`config.mk`:
```
export PLATFORM = sky130hd
export DESIGN_NAME = tod_calendar
export DESIGN_NICKNAME = d
export VERILOG_FILES = /design/src/rtl/tod_cal_pkg.sv /design/src/rtl/tod_cal_prescale.sv /design/src/rtl/tod_cal_core.sv /design/src/rtl/tod_calendar.sv
export SDC_FILE = /design/constraint.sdc
export NUM_CORES = 1
export LEC_CHECK = 0
export CELL_PAD_IN_SITES_DETAIL_PLACEMENT = 0
export CELL_PAD_IN_SITES_GLOBAL_PLACEMENT = 1
export CORE_ASPECT_RATIO = 1.75
export CORE_MARGIN = 4
export CORE_UTILIZATION = 30
export DETAILED_ROUTE_END_ITERATION = 7
export PLACE_DENSITY = 0.69
export REMOVE_ABC_BUFFERS = 1
export SYNTH_ARGS = -nofsm -noshare
export SYNTH_HDL_FRONTEND = slang
export SYNTH_SLANG_ARGS = --single-unit
```
`constraint.sdc`:
```
create_clock -name clk -period 3 [get_ports clk]
set_clock_uncertainty 0.1 [all_clocks]
set_input_delay 0.45 -clock clk [delete_from_list [all_inputs] [get_ports clk]]
set_output_delay 0.45 -clock clk [all_outputs]
set_load 0.005 [all_outputs]
```
`src/rtl/tod_cal_pkg.sv`:
```
package tod_cal_pkg;

  localparam logic [7:0] OFF_SET_TIME = 8'h24;
  localparam logic [7:0] OFF_SET_YEAR = 8'h28;
  localparam logic [7:0] OFF_GET_TIME = 8'h2C;
  localparam logic [7:0] OFF_GET_YEAR = 8'h30;
  localparam logic [7:0] OFF_CTRL     = 8'h40;

  localparam int CTRL_CAL_BIT = 11;
  localparam int CTRL_OSC_BIT = 8;

  // Field order matches bits [31:4] of the packed time word.
  typedef struct packed {
    logic [5:0] month;
    logic [4:0] day;
    logic [4:0] hour;
    logic [5:0] minute;
    logic [5:0] second;
  } cal_fields_t;

  function automatic logic [4:0] month_length(input logic [5:0] month, input logic leap);
    logic [4:0] len;
    case (month)
      6'd2:                       len = leap ? 5'd29 : 5'd28;
      6'd4, 6'd6, 6'd9, 6'd11:    len = 5'd30;
      default:                    len = 5'd31;
    endcase
    return len;
  endfunction

endpackage

```
`src/rtl/tod_cal_prescale.sv`:
```
module tod_cal_prescale #(
  parameter int PRESC_W = 15
) (
  input  logic               clk,
  input  logic               rst_n,
  input  logic               run,
  input  logic               tick,
  input  logic               clear,
  output logic [PRESC_W-1:0] count,
  output logic               sec_stb
);
  localparam logic [PRESC_W-1:0] LAST = {PRESC_W{1'b1}};

  logic [PRESC_W-1:0] cnt_q;

  always_ff @(posedge clk) begin
    if (!rst_n)          cnt_q <= '0;
    else if (clear)      cnt_q <= '0;
    else if (run && tick) cnt_q <= cnt_q + 1'b1;
  end

  assign count   = cnt_q;
  assign sec_stb = run && tick && !clear && (cnt_q == LAST);

  assert_count_step_R6: assert property (@(posedge clk) disable iff (!rst_n)
    (run && tick && !clear) |=> (cnt_q == $past(cnt_q) + 1'b1));

  assert_count_hold_R6: assert property (@(posedge clk) disable iff (!rst_n)
    (!(run && tick) && !clear) |=> $stable(cnt_q));

endmodule

```
`src/rtl/tod_cal_core.sv`:
```
module tod_cal_core
  import tod_cal_pkg::*;
#(
  parameter int YEAR_W = 16
) (
  input  logic              clk,
  input  logic              rst_n,
  input  logic              step,
  input  logic              load_time,
  input  cal_fields_t       time_in,
  input  logic              load_year,
  input  logic [YEAR_W-1:0] year_in,
  output cal_fields_t       now,
  output logic [YEAR_W-1:0] year
);
  localparam cal_fields_t RESET_FIELDS = '{month: 6'd1, day: 5'd1, hour: 5'd0,
                                           minute: 6'd0, second: 6'd0};

  cal_fields_t       cur_q, nxt;
  logic [YEAR_W-1:0] year_q, nyear;
  logic              leap;
  logic [4:0]        mlen;

  assign leap = (year_q[1:0] == 2'b00);
  assign mlen = month_length(cur_q.month, leap);

  always_comb begin
    nxt   = cur_q;
    nyear = year_q;
    if (step) begin
      if (cur_q.second >= 6'd59) begin
        nxt.second = 6'd0;
        if (cur_q.minute >= 6'd59) begin
          nxt.minute = 6'd0;
          if (cur_q.hour >= 5'd23) begin
            nxt.hour = 5'd0;
            if (cur_q.day >= mlen) begin
              nxt.day = 5'd1;
              if (cur_q.month >= 6'd12) begin
                nxt.month = 6'd1;
                nyear     = year_q + 1'b1;
              end else begin
                nxt.month = cur_q.month + 6'd1;
              end
            end else begin
              nxt.day = cur_q.day + 5'd1;
            end
          end else begin
            nxt.hour = cur_q.hour + 5'd1;
          end
        end else begin
          nxt.minute = cur_q.minute + 6'd1;
        end
      end else begin
        nxt.second = cur_q.second + 6'd1;
      end
    end
    if (load_time) nxt   = time_in;
    if (load_year) nyear = year_in;
  end

  always_ff @(posedge clk) begin
    if (!rst_n) begin
      cur_q  <= RESET_FIELDS;
      year_q <= '0;
    end else begin
      cur_q  <= nxt;
      year_q <= nyear;
    end
  end

  assign now  = cur_q;
  assign year = year_q;

  assert_frozen_idle_R3: assert property (@(posedge clk) disable iff (!rst_n)
    (!step && !load_time && !load_year) |=> ($stable(cur_q) && $stable(year_q)));

  assert_sec_wrap_R7: assert property (@(posedge clk) disable iff (!rst_n)
    (step && !load_time && cur_q.second == 6'd59) |=> (cur_q.second == 6'd0));

  assert_year_carry_R10: assert property (@(posedge clk) disable iff (!rst_n)
    (step && !load_time && !load_year && cur_q.month == 6'd12 && cur_q.day == 5'd31 &&
     cur_q.hour == 5'd23 && cur_q.minute == 6'd59 && cur_q.second == 6'd59)
    |=> (cur_q.month == 6'd1 && cur_q.day == 5'd1 && year_q == $past(year_q) + 1'b1));

  assert_year_only_R5: assert property (@(posedge clk) disable iff (!rst_n)
    (load_year && !load_time && !step) |=> $stable(cur_q));

endmodule

```
`src/rtl/tod_calendar.sv`:
```
module tod_calendar
  import tod_cal_pkg::*;
#(
  parameter int PRESC_W = 15,
  parameter int YEAR_W  = 16,
  parameter int ADDR_W  = 8
) (
  input  logic              clk,
  input  logic              rst_n,
  input  logic              tick_en,
  input  logic              req_valid,
  output logic              req_ready,
  input  logic              req_write,
  input  logic [ADDR_W-1:0] req_addr,
  input  logic [31:0]       req_wdata,
  output logic              rsp_valid,
  output logic [31:0]       rsp_rdata
);
  localparam int SUB_W = 4;

  logic [31:0]        ctrl_q;
  logic               cal_on;
  logic               wr, rd;
  logic               hit_set_time, hit_set_year, hit_get_time, hit_get_year, hit_ctrl;
  logic               load_time, load_year;
  logic [PRESC_W-1:0] presc;
  logic               sec_stb;
  cal_fields_t        now;
  logic [YEAR_W-1:0]  year;
  logic [31:0]        rd_mux;

  assign req_ready = 1'b1;
  assign wr = req_valid && req_write;
  assign rd = req_valid && !req_write;

  assign hit_set_time = (req_addr == ADDR_W'(OFF_SET_TIME));
  assign hit_set_year = (req_addr == ADDR_W'(OFF_SET_YEAR));
  assign hit_get_time = (req_addr == ADDR_W'(OFF_GET_TIME));
  assign hit_get_year = (req_addr == ADDR_W'(OFF_GET_YEAR));
  assign hit_ctrl     = (req_addr == ADDR_W'(OFF_CTRL));

  assign cal_on    = ctrl_q[CTRL_CAL_BIT] && ctrl_q[CTRL_OSC_BIT];
  assign load_time = wr && hit_set_time && cal_on;
  assign load_year = wr && hit_set_year && cal_on;

  always_ff @(posedge clk) begin
    if (!rst_n)             ctrl_q <= '0;
    else if (wr && hit_ctrl) ctrl_q <= req_wdata;
  end

  tod_cal_prescale #(.PRESC_W(PRESC_W)) u_presc (
    .clk     (clk),
    .rst_n   (rst_n),
    .run     (cal_on),
    .tick    (tick_en),
    .clear   (load_time),
    .count   (presc),
    .sec_stb (sec_stb)
  );

  tod_cal_core #(.YEAR_W(YEAR_W)) u_core (
    .clk       (clk),
    .rst_n     (rst_n),
    .step      (sec_stb),
    .load_time (load_time),
    .time_in   (cal_fields_t'(req_wdata[31:4])),
    .load_year (load_year),
    .year_in   (req_wdata[YEAR_W-1:0]),
    .now       (now),
    .year      (year)
  );

  always_comb begin
    rd_mux = '0;
    if (hit_ctrl)                  rd_mux = ctrl_q;
    else if (hit_get_time && cal_on) rd_mux = {now, presc[PRESC_W-1 -: SUB_W]};
    else if (hit_get_year && cal_on) rd_mux = 32'(year);
  end

  always_ff @(posedge clk) begin
    if (!rst_n) begin
      rsp_valid <= 1'b0;
      rsp_rdata <= '0;
    end else begin
      rsp_valid <= rd;
      rsp_rdata <= rd ? rd_mux : '0;
    end
  end

  assert_rsp_after_read_R11: assert property (@(posedge clk) disable iff (!rst_n)
    rd |=> rsp_valid);

  assert_no_rsp_otherwise_R11: assert property (@(posedge clk) disable iff (!rst_n)
    !rd |=> !rsp_valid);

  assert_off_reads_zero_R3: assert property (@(posedge clk) disable iff (!rst_n)
    (rd && !cal_on && (hit_get_time || hit_get_year)) |=> (rsp_rdata == 32'd0));

  assert_no_load_when_off_R3: assert property (@(posedge clk) disable iff (!rst_n)
    (load_time || load_year) |-> (ctrl_q[CTRL_CAL_BIT] && ctrl_q[CTRL_OSC_BIT]));

  initial assert (PRESC_W >= SUB_W && YEAR_W <= 32);

endmodule

```
==> qor.yml <==
run_status:
  status: "complete, no violations"
critical_path:
  crit_path_start: "u_core.year[0]$_SDFFE_PN0P_"
  critPathMaxFanout: 10
  cp.arrival_ns: 3.05
  start_kind: "flip-flop"
  cp-end-kind: "flip-flop"
  required_ns: 3.21
  crit_type: "reg -> reg"
  reg2reg_from: "u_core.year[0]$_SDFFE_PN0P_"
synth:
  synthAdderAreaFrac_pct: 2.72
  synth_area_leaders: "dfxtp_1 42%, nand2_1 5.7%, nor2_1 4.7%"
  yosysSeqAreaShare_pct: 41.5
  syn_area_um2: 5980
  synthFlopType: "dfxtp_1"
  synth-seq-cells: 124
  yosysTopAreaCell: "dfxtp_1"
  synth-edff-count: 0
  synthXorXnorAreaFrac_pct: 2.05
  synth.distinct_cells: 56
  synth_top_family_by_area: "simple AND/OR/NAND/NOR gates"
  synth_commonest_cells: "124 x dfxtp_1, 90 x nand2_1, 75 x nor2_1, 51 x nand3_1, 44 x a21oi_1"
  synthArstFlopShare_pct: 0
  synthesis.instances: 726
  synth.most_common_cell: "dfxtp_1"
  synth-simple-area-share_pct: 28.6
  muxShareOfSynthArea_pct: 1.00
  syn_area_per_cell_um2: 8.23
  synth_top_area_share_pct: 41.5
  synth-compound-area-share_pct: 19.5
  yosys_warnings: 0
clock_tree:
  clock_path_buffers: 2
  clk_pin_slew_ns: 0.06
  clockRootBuffer: "clkbuf_16"
  cts_buffers: 17
  cts_hold_buf: 0
  htree_levels: 4
  clock_latency_ns: 0.43
  tritoncts: "done"
  clkSinkCount: 124
worst_hold_path:
  hold_path.class: "reg -> reg"
  min_from: "ctrl_q[17]$_SDFFE_PN0P_"
global_route:
  grt_pass1_vias: 5955
  track_usage_pct: 18.1
  overflow: 0
  antenna_found_initial: 0
  grt_start_max_net_pins: 49
  grt_pass1_wl_um: 31700
timing:
  max_clock_freq_ghz: 0.352
  finalCritPeriodShare_pct: 94.8
  hold_violations: 0
  slew_viol_final: 0
  worst_slew_pin_slew_ns: 0.534
  timing.hold.ws_ns: 0.354
  slew_headroom_pct: 64.4
  setup_viol: 0
  post-route-min-period_ns: 2.84
cells_and_area:
  post-route-util_pct: 39.8
  nets: 871
  area_growth_pct: 31.0
  num_antenna_cells: 0
  drive_above_1_share_pct: 11.5
  fin_cells: 1071
routing:
  first_pass_iters: 7
  drc_errors: 0
  drt_iter0_drc: 429
  routed_wl_um: 19900
  ant_nets: 0
  wl_per_cell_um: 18.5
  via_per_inst: 5.47
  vias: 5856
die:
  ioPinCount: 79
  start_util_pct: 30.4
  dieArea_um2: 22300
  core_area_um2: 19700
  num_rows: 68
  die_x_um: 115
  die_h_um: 195
power:
  ir_drop_mv: 0.264
  powerDensity_nw_per_um2: 481
  leakagePower_nw: 2.69
placed_design:
  io_buffers: 77
  place_inst: 1038
  hpwl_um: 14100
  gp_congestion: 0.868
flow_run:
  cap_violations: 0
## per-layer routing
metal | up-vias | part of all wire (%) | GRT usage (%)
met5 | - | 0 | 0
met4 | 0 | 3.4 | 9.27
met3 | 39 | 3.3 | 2.40
met2 | 136 | 54 | 32.8
met1 | 2807 | 39 | 20.0
li1 | 2874 | - | -
## cell usage in the layout, fill, tap and decap left out, types with 13 or more instances in the layout
master           count
nand2_1             90
a21oi_1             44
nor2_1              75
inv_1               13
o21ai_0             34
clkbuf_16           17
a31oi_1             18
dfxtp_1            124
a222oi_1            16
a22oi_1             18
and3_1              13
nand3_1             51
clkdlybuf4s50_1     77
nand4_1             18
or3_1               22
buf_4               34
## timing repair
action / 4_1_cts / 5_1_grt
buffers inserted: 0 / 1
endpoints found under the setup margin: 2 / 12
pin swaps: 0 / 3
resized for setup: 3 / 3
## where the power goes
group          total, mW  internal [mW]  switching, mW
sequential          1.65           1.65        0.00264
clock               1.97           1.09          0.885
combinational      0.145         0.0712         0.0738
## flip-flops by register name (all words and copies together) (netlist names)
| name | cells |
|---|---|
| rsp_valid | 1 |
| u_core.now | 28 |
| ctrl_q | 32 |
| u_core.year | 16 |
| u_presc.count | 15 |
| rsp_rdata | 32 |
## cell type report
cell class	instances	area, um^2
tap	245	307
clock inverter	15	130
sequential	124	2480
multi-input combinational	538	3270
timing repair buffer	119	1170
inverter	13	48.8
clock buffer	17	425
fill	2023	11800
## per-stage QoR
step	setup TNS, ns	instance area (um^2)	power, mW	setup slack, ns
finish	0	7830	3.77	0.157
global route	-0.00678	7830	3.88	-0.00521
CTS	0	7810	3.82	0.00196
detailed placement	0	7240	1.83	0.0142
global placement	0	7240	1.83	0.0569
floorplan	-52.39	5750	1.72	-0.848
## kinds of logic after synthesis
logic type / count (synthesis)
multiplexers: 6
adder cells (fa/ha/maj): 13
buffers and inverters: 64
AND/OR/NAND/NOR: 331
other: 1
flip-flops: 124
AO/OA/AOI/OAI: 173
XOR/XNOR: 14
## final timing paths
path | end | slack, ns | cells past startpoint
setup / recovery | u_core.year[4]$_SDFFE_PN0P_ | 0.16 | 13
hold / removal | ctrl_q[17]$_SDFFE_PN0P_ | 0.35 | 2
hold reg to reg | ctrl_q[17]$_SDFFE_PN0P_ | 0.35 | 2
setup reg to reg | u_core.year[4]$_SDFFE_PN0P_ | 0.16 | 13
## critical path: stages, from the launching register on
cell and delay (ns):
dfxtp_1 0.33, inv_1 0.06, ha_1 0.19, nand2b_1 0.14
a21oi_1 0.15, a21oi_1 0.05, or3_1 0.32, ha_1 0.31
nor3b_2 0.06, or3_1 0.43, nor4_4 0.19, buf_6 0.18
and4_1 0.21, nor3_2 0.05
(Power assumes the default switching activity.)
